--- config.mk ---
export PLATFORM = sky130hd
export DESIGN_NAME = dbg_brk_gen
export DESIGN_NICKNAME = d
export VERILOG_FILES = /design/src/rtl/dbg_brk_pkg.sv /design/src/rtl/dbg_trig_sel.sv /design/src/rtl/dbg_brk_fsm.sv /design/src/rtl/dbg_insn_queue.sv /design/src/rtl/dbg_brk_gen.sv
export SDC_FILE = /design/constraint.sdc
export NUM_CORES = 1
export LEC_CHECK = 0
export BUFFER_PORTS_ARGS = -buffer_cell sky130_fd_sc_hd__buf_2
export CORE_UTILIZATION = 25
export DETAILED_ROUTE_END_ITERATION = 8
export PLACE_DENSITY = 0.54
export SYNTH_ARGS = -nofsm -noshare
export SYNTH_HDL_FRONTEND = slang
export SYNTH_SLANG_ARGS = --single-unit
--- constraint.sdc ---
create_clock -name clk -period 2.6 [get_ports clk]
set_input_delay 0.13 -clock clk [delete_from_list [all_inputs] [get_ports clk]]
set_output_delay 0.13 -clock clk [all_outputs]
set_load 0.02 [all_outputs]
--- src/rtl/dbg_brk_pkg.sv ---
package dbg_brk_pkg;

    typedef enum logic [2:0] {
        ST_IDLE,
        ST_ARMED,
        ST_FILL,
        ST_FORCE,
        ST_TAGWAIT,
        ST_DONE
    } run_st_e;

    typedef enum logic [1:0] {
        TM_A   = 2'd0,
        TM_AB  = 2'd1,
        TM_ABC = 2'd2,
        TM_C   = 2'd3
    } trig_mode_e;

endpackage

--- src/rtl/dbg_trig_sel.sv ---
module dbg_trig_sel
    import dbg_brk_pkg::*;
(
    input  logic [1:0] trig_mode,
    input  logic       cmp_a,
    input  logic       cmp_b,
    input  logic       cmp_c,
    output logic       hit
);

    always_comb begin
        hit = 1'b0;
        unique case (trig_mode_e'(trig_mode))
            TM_A:    hit = cmp_a;
            TM_AB:   hit = cmp_a | cmp_b;
            TM_ABC:  hit = cmp_a | cmp_b | cmp_c;
            TM_C:    hit = cmp_c;
            default: hit = 1'b0;
        endcase
    end

endmodule

--- src/rtl/dbg_brk_fsm.sv ---
module dbg_brk_fsm
    import dbg_brk_pkg::*;
#(
    parameter int FILL_LVL = 8,
    parameter int CNT_W    = 4
) (
    input  logic             clk,
    input  logic             rst_n,
    input  logic             dbg_en,
    input  logic             brk_en,
    input  logic             begin_sel,
    input  logic             tag_sel,
    input  logic             arm,
    input  logic             hit,
    input  logic [CNT_W-1:0] fifo_cnt,
    input  logic             insn_bnd,
    input  logic             fetch_acc,
    output logic             force_req,
    output logic             tag_req
);

    run_st_e st_q, st_d;
    logic    fill_ok;
    logic    issue;
    run_st_e issue_dest;

    assign fill_ok = (fifo_cnt >= CNT_W'(FILL_LVL));

    // Request leaves the run in this cycle.
    assign issue = brk_en &&
                   (((st_q == ST_ARMED) && hit && !begin_sel) ||
                    ((st_q == ST_FILL) && fill_ok));

    // Where an issued request goes: done at once if taken this cycle.
    always_comb begin
        if (tag_sel) begin
            issue_dest = fetch_acc ? ST_DONE : ST_TAGWAIT;
        end else begin
            issue_dest = insn_bnd ? ST_DONE : ST_FORCE;
        end
    end

    // Next-state logic.
    always_comb begin
        st_d = st_q;
        unique case (st_q)
            ST_IDLE: begin
                if (arm) st_d = ST_ARMED;
            end
            ST_ARMED: begin
                if (hit) begin
                    if (!brk_en)        st_d = ST_DONE;
                    else if (begin_sel) st_d = ST_FILL;
                    else                st_d = issue_dest;
                end
            end
            ST_FILL: begin
                if (fill_ok) begin
                    st_d = brk_en ? issue_dest : ST_DONE;
                end
            end
            ST_FORCE: begin
                if (insn_bnd && brk_en) st_d = ST_DONE;
            end
            ST_TAGWAIT: begin
                if (fetch_acc && brk_en) st_d = ST_DONE;
            end
            ST_DONE: begin
                if (arm) st_d = ST_ARMED;
            end
            default: st_d = ST_IDLE;
        endcase
        if (!dbg_en) st_d = ST_IDLE;
    end

    // State register.
    always_ff @(posedge clk or negedge rst_n) begin
        if (!rst_n) st_q <= ST_IDLE;
        else        st_q <= st_d;
    end

    // Outputs.
    always_comb begin
        force_req = 1'b0;
        tag_req   = 1'b0;
        if (dbg_en && brk_en) begin
            force_req = (issue && !tag_sel) || (st_q == ST_FORCE);
            tag_req   = (issue &&  tag_sel) || (st_q == ST_TAGWAIT);
        end
    end

endmodule

--- src/rtl/dbg_insn_queue.sv ---
module dbg_insn_queue #(
    parameter int DEPTH = 4,
    parameter int OP_W  = 8
) (
    input  logic            clk,
    input  logic            rst_n,
    input  logic            push,
    input  logic [OP_W-1:0] push_op,
    input  logic            push_tag,
    input  logic            pop,
    input  logic            flush,
    output logic            full,
    output logic            empty,
    output logic [OP_W-1:0] head_op,
    output logic            head_tag
);

    localparam int PTR_W = (DEPTH > 1) ? $clog2(DEPTH) : 1;
    localparam int CNT_W = $clog2(DEPTH + 1);

    logic [OP_W-1:0]  slot_op  [DEPTH];
    logic             slot_tag [DEPTH];
    logic [PTR_W-1:0] wr_ptr, rd_ptr;
    logic [CNT_W-1:0] cnt;
    logic             do_push, do_pop;

    function automatic logic [PTR_W-1:0] bump(input logic [PTR_W-1:0] p);
        return (p == PTR_W'(DEPTH - 1)) ? '0 : p + 1'b1;
    endfunction

    assign full    = (cnt == CNT_W'(DEPTH));
    assign empty   = (cnt == '0);
    assign do_push = push && !full && !flush;
    assign do_pop  = pop && !empty && !flush;

    for (genvar i = 0; i < DEPTH; i++) begin : g_slot
        always_ff @(posedge clk or negedge rst_n) begin
            if (!rst_n) begin
                slot_op[i]  <= '0;
                slot_tag[i] <= 1'b0;
            end else if (flush) begin
                slot_tag[i] <= 1'b0;
            end else if (do_push && (wr_ptr == PTR_W'(i))) begin
                slot_op[i]  <= push_op;
                slot_tag[i] <= push_tag;
            end
        end
    end

    always_ff @(posedge clk or negedge rst_n) begin
        if (!rst_n) begin
            wr_ptr <= '0;
            rd_ptr <= '0;
            cnt    <= '0;
        end else if (flush) begin
            wr_ptr <= '0;
            rd_ptr <= '0;
            cnt    <= '0;
        end else begin
            if (do_push) wr_ptr <= bump(wr_ptr);
            if (do_pop)  rd_ptr <= bump(rd_ptr);
            unique case ({do_push, do_pop})
                2'b10:   cnt <= cnt + 1'b1;
                2'b01:   cnt <= cnt - 1'b1;
                default: cnt <= cnt;
            endcase
        end
    end

    assign head_op  = slot_op[rd_ptr];
    assign head_tag = slot_tag[rd_ptr];

endmodule

--- src/rtl/dbg_brk_gen.sv ---
module dbg_brk_gen #(
    parameter  int FILL_LVL = 8,
    parameter  int Q_DEPTH  = 4,
    parameter  int OP_W     = 8,
    localparam int CNT_W    = $clog2(FILL_LVL + 1)
) (
    input  logic             clk,
    input  logic             rst_n,
    input  logic             dbg_en,
    input  logic             brk_en,
    input  logic             begin_sel,
    input  logic             tag_sel,
    input  logic [1:0]       trig_mode,
    input  logic             arm,
    input  logic             cmp_a,
    input  logic             cmp_b,
    input  logic             cmp_c,
    input  logic [CNT_W-1:0] fifo_cnt,
    input  logic             insn_bnd,
    input  logic             fetch_vld,
    input  logic [OP_W-1:0]  fetch_op,
    input  logic             exec_vld,
    input  logic             cof_flush,
    output logic             force_brk,
    output logic             fetch_tag,
    output logic [OP_W-1:0]  exec_op,
    output logic             tag_brk
);

    logic hit;
    logic tag_req;
    logic q_full, q_empty, q_head_tag;
    logic fetch_acc;

    assign fetch_acc = fetch_vld && !q_full && !cof_flush;
    assign fetch_tag = tag_req && fetch_acc;

    dbg_trig_sel u_sel (
        .trig_mode (trig_mode),
        .cmp_a     (cmp_a),
        .cmp_b     (cmp_b),
        .cmp_c     (cmp_c),
        .hit       (hit)
    );

    dbg_brk_fsm #(
        .FILL_LVL (FILL_LVL),
        .CNT_W    (CNT_W)
    ) u_fsm (
        .clk       (clk),
        .rst_n     (rst_n),
        .dbg_en    (dbg_en),
        .brk_en    (brk_en),
        .begin_sel (begin_sel),
        .tag_sel   (tag_sel),
        .arm       (arm),
        .hit       (hit),
        .fifo_cnt  (fifo_cnt),
        .insn_bnd  (insn_bnd),
        .fetch_acc (fetch_acc),
        .force_req (force_brk),
        .tag_req   (tag_req)
    );

    dbg_insn_queue #(
        .DEPTH (Q_DEPTH),
        .OP_W  (OP_W)
    ) u_q (
        .clk      (clk),
        .rst_n    (rst_n),
        .push     (fetch_vld),
        .push_op  (fetch_op),
        .push_tag (fetch_tag),
        .pop      (exec_vld),
        .flush    (cof_flush),
        .full     (q_full),
        .empty    (q_empty),
        .head_op  (exec_op),
        .head_tag (q_head_tag)
    );

    assign tag_brk = dbg_en && exec_vld && !q_empty && q_head_tag;

endmodule

==> flow_summary.yaml, run 1 <==
final_layout:
  fin_nets: 263
  area_delta_synth_final_pct: 17.0
  multi_input_area_um2: 1220
  diodes: 0
  nFillCells: 948
  layout-drive-gt1-share_pct: 38.5
  area.sequential_um2: 1150
logic_synthesis:
  syn-instance-count: 195
  synth_fp_nets: 228
  synth_area_um2: 2430
  yosysMostFrequentCell: "dfrtp_1"
  synthFlopType: "dfrtp_1"
  yosysUniqueCellTypes: 44
  yosysSeqAreaShare_pct: 47.4
  synth.top_cell.area_share_pct: 47.4
  synthArstFlopShare_pct: 100
  synthTopCellsByArea: "dfrtp_1, mux2_2, mux4_2, nand2_1, ha_1"
  synth_edf_count: 0
  yosys.area.top_type: "dfrtp_1"
  avgSynthCellArea_um2: 12.5
  synth_commonest_cells: "dfrtp_1, mux2_2, nand2_1"
  ys_ff_latch: 46
  yosysWarnings: 0
setup_path:
  worst-path-max-fanout: 8
  required_ns: 2.78
  arrival_ns: 2.54
  crit_path_max_incr_delay_ns: 0.53
  critPathKind: "flop to flop"
  cp_slowest_cell: "or3b_1"
  startpoint_type: "flop"
  endpoint_kind: "flop"
  path_cells: "or3b_1 -> a21oi_2 -> nor2b_1 -> fa_1 -> mux2i_1 -> mux2_1"
run:
  drv_cap: 0
floorplanning:
  start_util_pct: 26.0
  die_height_um: 101
  fp-row-count: 35
  die_area_um2: 10100
  io_pins: 39
  fp.dieW_um: 101
  coreArea_um2: 9330
detailed_routing:
  antenna_left: 0
  drcViolationCount: 0
  dr.pass1.iters: 4
  wire_per_inst_um: 13.8
  first_iter_violations: 64
  wl_mm: 4.95
  vias: 1663
  viasPerCell: 4.62
clock_tree:
  cts_resized: 0
  h-tree-depth: 2
  clockBufferDepth: 2
  cts_buffers: 5
  cts_tree: "yes"
  cts_hold_buf: 0
  cts_root_buf: "clkbuf_8"
  clk_pin_slew_ns: 0.08
  cts_sinks: 46
  post-cts-setup-buffers: 0
  clk_latency_ns: 0.29
place:
  dp_slack_ns: 0.247
  hpwl_mm: 3.56
  place_congestion: 0.798
  port-buffer-count: 35
grt:
  grt_max_degree: 47
  first_global_vias: 1718
  grt-ovfl-total: 0
  grt_util_all_layers_pct: 10.7
  antenna_found_initial: 0
  grt_first_pass_wirelength_mm: 8.45
pwr:
  powerDensity_nw_per_um2: 898
  leakage_nw: 1.23
  vdd_drop_max_mv: 0.233
sta:
  report.final.hold_viol_count: 0
  fmax_mhz: 425
  final.setup.tns_ns: 0
  fin_crit_ns: 2.35
  slew_headroom_pct: 32.4
  period_share_pct: 90.5
  finalMaxSlewViolations: 0
  grt_setup_unrepaired: "no"
  setup_slack_ns: 0.248
  setup_viol: 0
  fin_skew_ns: 0.00323
  tightest_slew_ns: 1.01
min_path:
  hp-class: "primary input to asynchronous set/reset pin"
run_status:
  status: "finished clean"
## power by group
part	internal, W	switching (W)	total, W
clock	0.000283	0.000236	0.000518
sequential	0.000952	0.000194	0.00115
combinational	0.000484	0.000404	0.000889
## critical path, delay by kind of cell, from the launching register on
family                     cells  cell delay, ns
AOI/OAI and AO/OA              1            0.29
muxes                          2            0.53
DFF                            1            0.48
adders and majority gates      1            0.21
and+or+nand+nor                2            0.74
## state kept, by name (all words and copies together), names as in the netlist
signal,cells
u_q.slot_op,32
u_q.slot_tag,4
u_fsm.st_q,3
u_q.cnt,3
u_q.rd_ptr,2
u_q.wr_ptr,2
## layout make-up
type | instances | share of cell area (%)
multi-input combinational | 137 | 43.0
sequential | 46 | 40.5
timing repair buffer | 36 | 6.43
tap | 129 | 5.68
clock buffer | 5 | 2.42
clock inverter | 3 | 1.41
inverter | 4 | 0.528
## final timing paths
| path | from | to | slack (ns) | depth (start not counted) |
|---|---|---|---|---|
| hold / removal | rst_n | u_q.slot_op[21] | 0.005 | 1 |
| min in group clk | fetch_op[6] | u_q.slot_op[14] | 0.10 | 2 |
| setup / recovery | u_q.cnt[0] | u_q.cnt[2] | 0.25 | 6 |
| hold reg to reg | u_q.slot_tag[1] | u_q.slot_tag[1] | 0.48 | 2 |
| setup reg to reg | u_q.cnt[0] | u_q.cnt[2] | 0.25 | 6 |
| max in group asynchronous | rst_n | u_q.cnt[1] | 1.97 | 1 |
## placed cells by master, fill, tap and decap left out, drive strengths merged, types with 2 or more instances in the layout
master / synthesis / final
a211oi: 2 / 2
a21oi: 8 / 8
a31oi: 4 / 4
and3: 2 / 2
and3b: 2 / 2
buf: 3 / 36
clkbuf: 5 / 5
clkinv: 0 / 2
dfrtp: 46 / 46
ha: 4 / 4
inv: 4 / 4
mux2: 33 / 33
mux2i: 4 / 4
mux4: 9 / 9
nand2: 15 / 15
nand3: 3 / 3
nand3b: 3 / 3
nor2: 6 / 6
nor2b: 4 / 4
nor3: 3 / 3
nor3b: 4 / 4
o211ai: 2 / 2
o21ai: 3 / 3
o21bai: 2 / 2
o31ai: 6 / 6
or3: 2 / 2
or3b: 2 / 2
xor2: 2 / 2
## logic make-up after synthesis
kind of cell	count (synthesis)	synth area share, %
adder cells (fa/ha/maj)	5	2.88
XOR/XNOR	3	1.08
multiplexers	46	25.3
AO/OA/AOI/OAI	32	8.86
buffers and inverters	12	2.27
flip-flops	46	47.4
AND/OR/NAND/NOR	51	12.3
## through the flow
| stage | cells | total power (W) | hold slack [ns] | utilization, % | instance area (µm²) |
|---|---|---|---|---|---|
| after floorplan | 195 | 0.00181 | -0.166 | - | 2430 |
| after global placement | 352 | 0.00204 | 0.378 | 29.3 | 2730 |
| after CTS | 360 | 0.00258 | 0.0441 | 30.5 | 2840 |
| final | 360 | 0.00255 | 0.00490 | 30.5 | 2840 |
| after global routing | 360 | 0.00273 | 0.0844 | 30.5 | 2840 |
| after detailed placement | 352 | 0.00207 | 0.366 | 29.3 | 2730 |
## layer usage
metal  wire length, µm  GRT usage (%)
met5                 0              0
met4                55           2.56
met3               174           2.84
met2              2410           17.2
met1              2310           14.2
No activity file was read; power rests on OpenSTA's default activity.
==> run 2, diff against run 1 <==
--- a/config.mk
+++ b/config.mk
@@ -6,9 +6,11 @@
 export NUM_CORES = 1
 export LEC_CHECK = 0
 export BUFFER_PORTS_ARGS = -buffer_cell sky130_fd_sc_hd__buf_2
+export CAP_MARGIN = 15
 export CORE_UTILIZATION = 25
 export DETAILED_ROUTE_END_ITERATION = 8
-export PLACE_DENSITY = 0.54
+export PLACE_DENSITY = 0.53
 export SYNTH_ARGS = -nofsm -noshare
 export SYNTH_HDL_FRONTEND = slang
+export SYNTH_HIERARCHICAL = 1
 export SYNTH_SLANG_ARGS = --single-unit
==> run 2 against run 1 <==
Combinational power is 28% lower. Power decreased by 15%. Non-clock buffer count is 3 higher. Synthesized cell count is 10% higher. Final cell count increased by 6.9%. Via count rose by 8.3%. Register-to-register slack gained 0.13 ns. Die area is 6.6% higher. First-iteration DRC count grew 64%. Critical path type unchanged.
==> flow_summary.yaml, run 2 <==
run_status:
  status: "finished clean"
min_path:
  hold_end: "u_q/slot_op[5]"
  hold_depth: 2
  min_from: "fetch_op[5]"
  hp-class: "primary input to flop"
floorplanning:
  coreArea_um2: 9910
  die_area_um2: 10800
  io_pins: 39
  fp-row-count: 36
  start_util_pct: 26.2
  fp.dieW_um: 104
  die_height_um: 104
sta:
  fmax_mhz: 451
  report.final.hold_viol_count: 0
  fin_skew_ns: 0.0105
  setup_viol: 0
  final.setup.tns_ns: 0
  tightest_slew_ns: 0.552
  fin_crit_ns: 2.22
  grt_setup_unrepaired: "no"
  period_share_pct: 85.3
  finalMaxSlewViolations: 0
  slew_headroom_pct: 63.2
clock_tree:
  clk_latency_ns: 0.29
  clockBufferDepth: 2
  post-cts-setup-buffers: 0
  cts_resized: 0
  cts_buffers: 5
  clk_pin_slew_ns: 0.09
  cts_sinks: 46
  h-tree-depth: 2
  cts_hold_buf: 0
  cts_root_buf: "clkbuf_8"
  cts_tree: "yes"
place:
  port-buffer-count: 35
  place_congestion: 0.707
  hpwl_mm: 3.69
logic_synthesis:
  synth_fp_nets: 249
  synthFlopType: "dfrtp_1"
  synth_area_um2: 2590
  synthArstFlopShare_pct: 100
  yosysMostFrequentCell: "dfrtp_1"
  synth.top_cell.area_share_pct: 44.4
  yosysSeqAreaShare_pct: 44.4
  syn-instance-count: 215
  synth_commonest_cells: "dfrtp_1, mux2_2, nor2_1"
  yosysUniqueCellTypes: 46
  synth_edf_count: 0
  ys_ff_latch: 46
  yosysWarnings: 6
  avgSynthCellArea_um2: 12.1
  synthTopCellsByArea: "dfrtp_1, mux2_2, mux4_2, ha_1, nor2b_1"
  yosys.area.top_type: "dfrtp_1"
final_layout:
  regMostFlops: "u_q/slot_op"
  reg.largest.list: "u_q/slot_op: 32 flops, u_q/slot_tag: 4 flops"
  area_delta_synth_final_pct: 16.6
  final_common_cell: "dfrtp_1"
  final_cell_mix: "dfrtp_1, buf_2, mux2_2, nor2_1, nand2_1"
  largest_reg_flops: 32
  diodes: 0
  layout-drive-gt1-share_pct: 38.9
  fin_nets: 285
setup_path:
  endpoint_kind: "flop"
  arrival_ns: 2.44
  required_ns: 2.82
  r2r_slack_ns: 0.38
  critPathKind: "flop to flop"
  r2r-end: "u_fsm/st_q[2]"
  worst-path-max-fanout: 10
  r2r_start: "u_q/cnt[2]"
  startpoint_type: "flop"
  reg2regPathDepth: 7
grt:
  grt_first_pass_wirelength_mm: 9.16
  first_global_vias: 1807
  grt-ovfl-total: 0
  grt_util_all_layers_pct: 10.6
  gr-max-usage-layer: "met2"
  grtUsageMet1_pct: 14.7
  grt_max_degree: 47
  antenna_found_initial: 0
  grt_use_met2_pct: 16.3
  gr-usage-met3_pct: 2.82
detailed_routing:
  first_iter_violations: 105
  viasPerCell: 4.68
  drcViolationCount: 0
  antenna_left: 0
  wire_per_inst_um: 13.9
  wl_mm: 5.36
  dr.pass1.iters: 4
  vias: 1801
pwr:
  vdd_drop_max_mv: 0.352
  leakage_nw: 1.35
  powerDensity_nw_per_um2: 721
  power.total_w: 0.00218
run:
  drv_cap: 0
[run 2: cell count changes after synthesis, sizes merged, moves of 3 or more]
| cell | delta |
|---|---|
| nor2b | +5 |
| o31ai | -5 |
| nand2b | +4 |
| mux2 | +4 |
| o21ai | +7 |
| a31oi | -4 |
| buf | +3 |
| nor2 | +7 |
[run 2: how the worst max path moves through the flow]
stage / start / to / slack [ns] / depth (start not counted)
final: u_q/cnt[2] / u_fsm/st_q[2] / 0.38 / 7
after global routing: u_fsm/st_q[1] / fetch_tag / 0.16 / 7
after CTS: u_q/cnt[2] / u_fsm/st_q[2] / 0.35 / 7
after detailed placement: u_q/cnt[2] / u_fsm/st_q[2] / 0.36 / 7
after global placement: u_q/cnt[2] / u_fsm/st_q[2] / 0.40 / 7
after floorplan: u_q/cnt[0] / u_q/cnt[2] / 0.49 / 8
[run 2: final cells by class]
type	instances	area, µm²
multi-input cells	155	1370
repair buffers	39	220
well taps	133	166
clock buffers	7	76.3
fillers	1052	6890
flip-flops and latches	46	1150
inverters	4	15.0
clock inverters	1	30.0
[run 2: worst max-delay path, cell delays in order, from the launching register on]
cell and delay [ns]:
dfrtp_1 0.48, nor3b_4 0.21, nor3b_1 0.34, a21oi_1 0.12, a2bb2oi_1 0.22, o21ai_1 0.12, or4_1 0.52, a21boi_1 0.16
[run 2: cells by family (layout without fill, tap and decap cells)]
kind of cell	Yosys count	after routing	share of synthesized area, %
compound gates	33	33	8.10
xor+xnor	2	2	0.675
fa+ha+maj	6	6	3.18
buf+inv	14	51	2.99
flops	46	46	44.4
mux	49	49	25.0
simple gates	65	65	15.6
[run 2: power breakdown]
group / internal [W] / leakage, nW / total [W] / switching (W)
combinational: 0.000348 / 0.706 / 0.000640 / 0.000292
sequential: 0.000887 / 0.592 / 0.00102 / 0.000136
clock: 0.000288 / 0.0524 / 0.000517 / 0.000229
[run 2: stage by stage]
stage / area (µm²) / utilization (%) / instances / worst slack, ns / hold WS [ns]
6_report: 3020 / 30.5 / 385 / 0.381 / 0.0941
5_1_grt: 3020 / 30.5 / 385 / 0.159 / 0.0860
4_1_cts: 2990 / 30.2 / 383 / 0.348 / 0.0495
3_5_place_dp: 2890 / 29.1 / 375 / 0.365 / 0.376
3_3_place_gp: 2890 / 29.1 / 375 / 0.401 / 0.368
2_1_floorplan: 2590 / - / 215 / 0.494 / -0.166
[run 2: routing by layer]
layer / vias to the layer above / share of wire [%]
met1: 893 / 48
met4: 0 / 0.56
met2: 42 / 47
li1: 864 / -
met3: 2 / 4.9
met5: - / 0
==> run 3, diff against run 2 <==
--- a/config.mk
+++ b/config.mk
@@ -5,7 +5,7 @@
 export SDC_FILE = /design/constraint.sdc
 export NUM_CORES = 1
 export LEC_CHECK = 0
-export BUFFER_PORTS_ARGS = -buffer_cell sky130_fd_sc_hd__buf_2
+export BUFFER_PORTS_ARGS = -buffer_cell sky130_fd_sc_hd__clkbuf_2
 export CAP_MARGIN = 15
 export CORE_UTILIZATION = 25
 export DETAILED_ROUTE_END_ITERATION = 8
==> run 3 against run 2 <==
Sequential power about the same. Utilization decreased by 0.25 points. Flip-flop and latch count unchanged. Final area decreased by 0.83%. Count of clock-buffer cells in the layout decreased by 1. Combinational power about the same. Wire length about the same. Worst setup slack improved by 0.011 ns. Clock power decreased by 17%. Critical path depth unchanged. Critical path type unchanged. Largest cell class unchanged. Highest routed layer unchanged.
==> flow_summary.yaml, run 3 (synthesis gave the netlist of run 2 again) <==
grt:
  grt_first_pass_wirelength_mm: 8.94
  grt-ovfl-total: 0
  antenna_found_initial: 0
  grt_max_degree: 47
  grt_util_all_layers_pct: 10.4
  first_global_vias: 1792
run:
  drv_cap: 0
final_layout:
  final_common_cell: "dfrtp_1"
  area_delta_synth_final_pct: 15.6
  layout-drive-gt1-share_pct: 39.5
  diodes: 0
  largest_reg_flops: 32
  reg.largest.list: "u_q/slot_op: 32 flops, u_q/slot_tag: 4 flops"
  fin_nets: 286
  final_cell_mix: "dfrtp_1, clkbuf_2, mux2_2, nor2_1, nand2_1"
  nFillCells: 1039
  utilization_pct: 30.3
  multi_input_area_um2: 1370
  regMostFlops: "u_q/slot_op"
  area.sequential_um2: 1150
detailed_routing:
  viasPerCell: 4.71
  wl_mm: 5.35
  first_iter_violations: 72
  met1_length_mm: 2.60
  dr_wl_met2_mm: 2.44
  drcViolationCount: 0
  wire_per_inst_um: 13.9
  vias: 1819
  dr.pass1.iters: 5
  dr.max_layer_used: "met4"
  antenna_left: 0
  wl_met3_um: 279
setup_path:
  endpoint_kind: "flop"
  critPathKind: "flop to flop"
  worst-path-max-fanout: 10
  r2r_slack_ns: 0.39
  startpoint_type: "flop"
  arrival_ns: 2.42
  required_ns: 2.82
sta:
  period_share_pct: 84.9
  fin_skew_ns: 0.00395
  fmax_mhz: 453
  tightest_slew_ns: 0.594
  final.setup.tns_ns: 0
  setup_viol: 0
  fin_crit_ns: 2.21
  grt_setup_unrepaired: "no"
  finalMaxSlewViolations: 0
  slew_headroom_pct: 60.4
  report.final.hold_viol_count: 0
clock_tree:
  cts_sinks: 46
  cts_buffers: 5
  clockBufferDepth: 2
  cts_root_buf: "clkbuf_8"
  h-tree-depth: 2
  cts_resized: 0
  clk_latency_ns: 0.29
  cts_tree: "yes"
  clk_pin_slew_ns: 0.09
min_path:
  hp-class: "primary input to flop"
place:
  hpwl_mm: 3.69
  place_congestion: 0.722
  port-buffer-count: 35
floorplanning:
  start_util_pct: 26.2
  die_height_um: 104
  die_area_um2: 10800
  fp-row-count: 36
  fp.dieW_um: 104
  coreArea_um2: 9910
  io_pins: 39
run_status:
  status: "finished clean"
pwr:
  leakage_nw: 1.35
  powerDensity_nw_per_um2: 697
  vdd_drop_max_mv: 0.431
==> run 3: worst paths after layout <==
check | from | depth (start not counted) | endpoint
max reg2reg | u_q/cnt[0] | 7 | u_fsm/st_q[2]
max in group asynchronous | rst_n | 3 | u_q/slot_op[16]
min in group asynchronous | rst_n | 3 | u_q/slot_op[5]
min reg2reg | u_q/slot_op[5] | 1 | u_q/slot_op[5]
max | u_q/cnt[0] | 7 | u_fsm/st_q[2]
min | fetch_op[6] | 2 | u_q/slot_op[6]
==> run 3: what timing repair did <==
action | CTS | global route
hold buffers | 1 | 0
setup buffers | 0 | 0
setup endpoints to repair | 0 | 0
hold endpoints to repair | 46 | 0
==> run 3: metal layers <==
| metal | vias to the layer above | GRT usage, % |
|---|---|---|
| met5 | - | 0 |
| met4 | 0 | 1.84 |
| met3 | 5 | 3.01 |
| met2 | 53 | 16.8 |
| met1 | 892 | 13.9 |
| li1 | 869 | - |
==> run 3: through the flow <==
step                power (W)  hold slack [ns]  cells  setup WS (ns)  area [µm²]
floorplan             0.00151           -0.166    215          0.494        2590
global placement      0.00167            0.258    377          0.435        2900
detailed placement    0.00168            0.259    377          0.417        2900
CTS                   0.00212            0.102    386          0.384        3000
global route          0.00223            0.106    386          0.231        3000
finish                0.00209            0.107    386          0.392        3000
==> run 3: cell type report <==
class | instances | share of cell area [%]
Tap cell | 133 | 5.55
Clock buffer | 6 | 2.42
Multi-Input combinational cell | 155 | 45.5
Timing Repair Buffer | 40 | 7.18
Sequential cell | 46 | 38.4
Clock inverter | 2 | 0.459
Inverter | 4 | 0.501
==> run 3: critical path: stages, from the launching register on <==
cell and delay [ns]:
dfrtp_1 0.57, nor3b_4 0.10, nor3b_1 0.33, a21oi_1 0.12
a2bb2oi_1 0.21, o21ai_1 0.12, or4_1 0.51, a21boi_1 0.17
==> run 3: where the power goes <==
part	total [W]	leakage (nW)	internal, W	switching [W]
clock	0.000431	0.0452	0.000190	0.000241
sequential	0.00102	0.592	0.000887	0.000132
combinational	0.000639	0.711	0.000346	0.000294
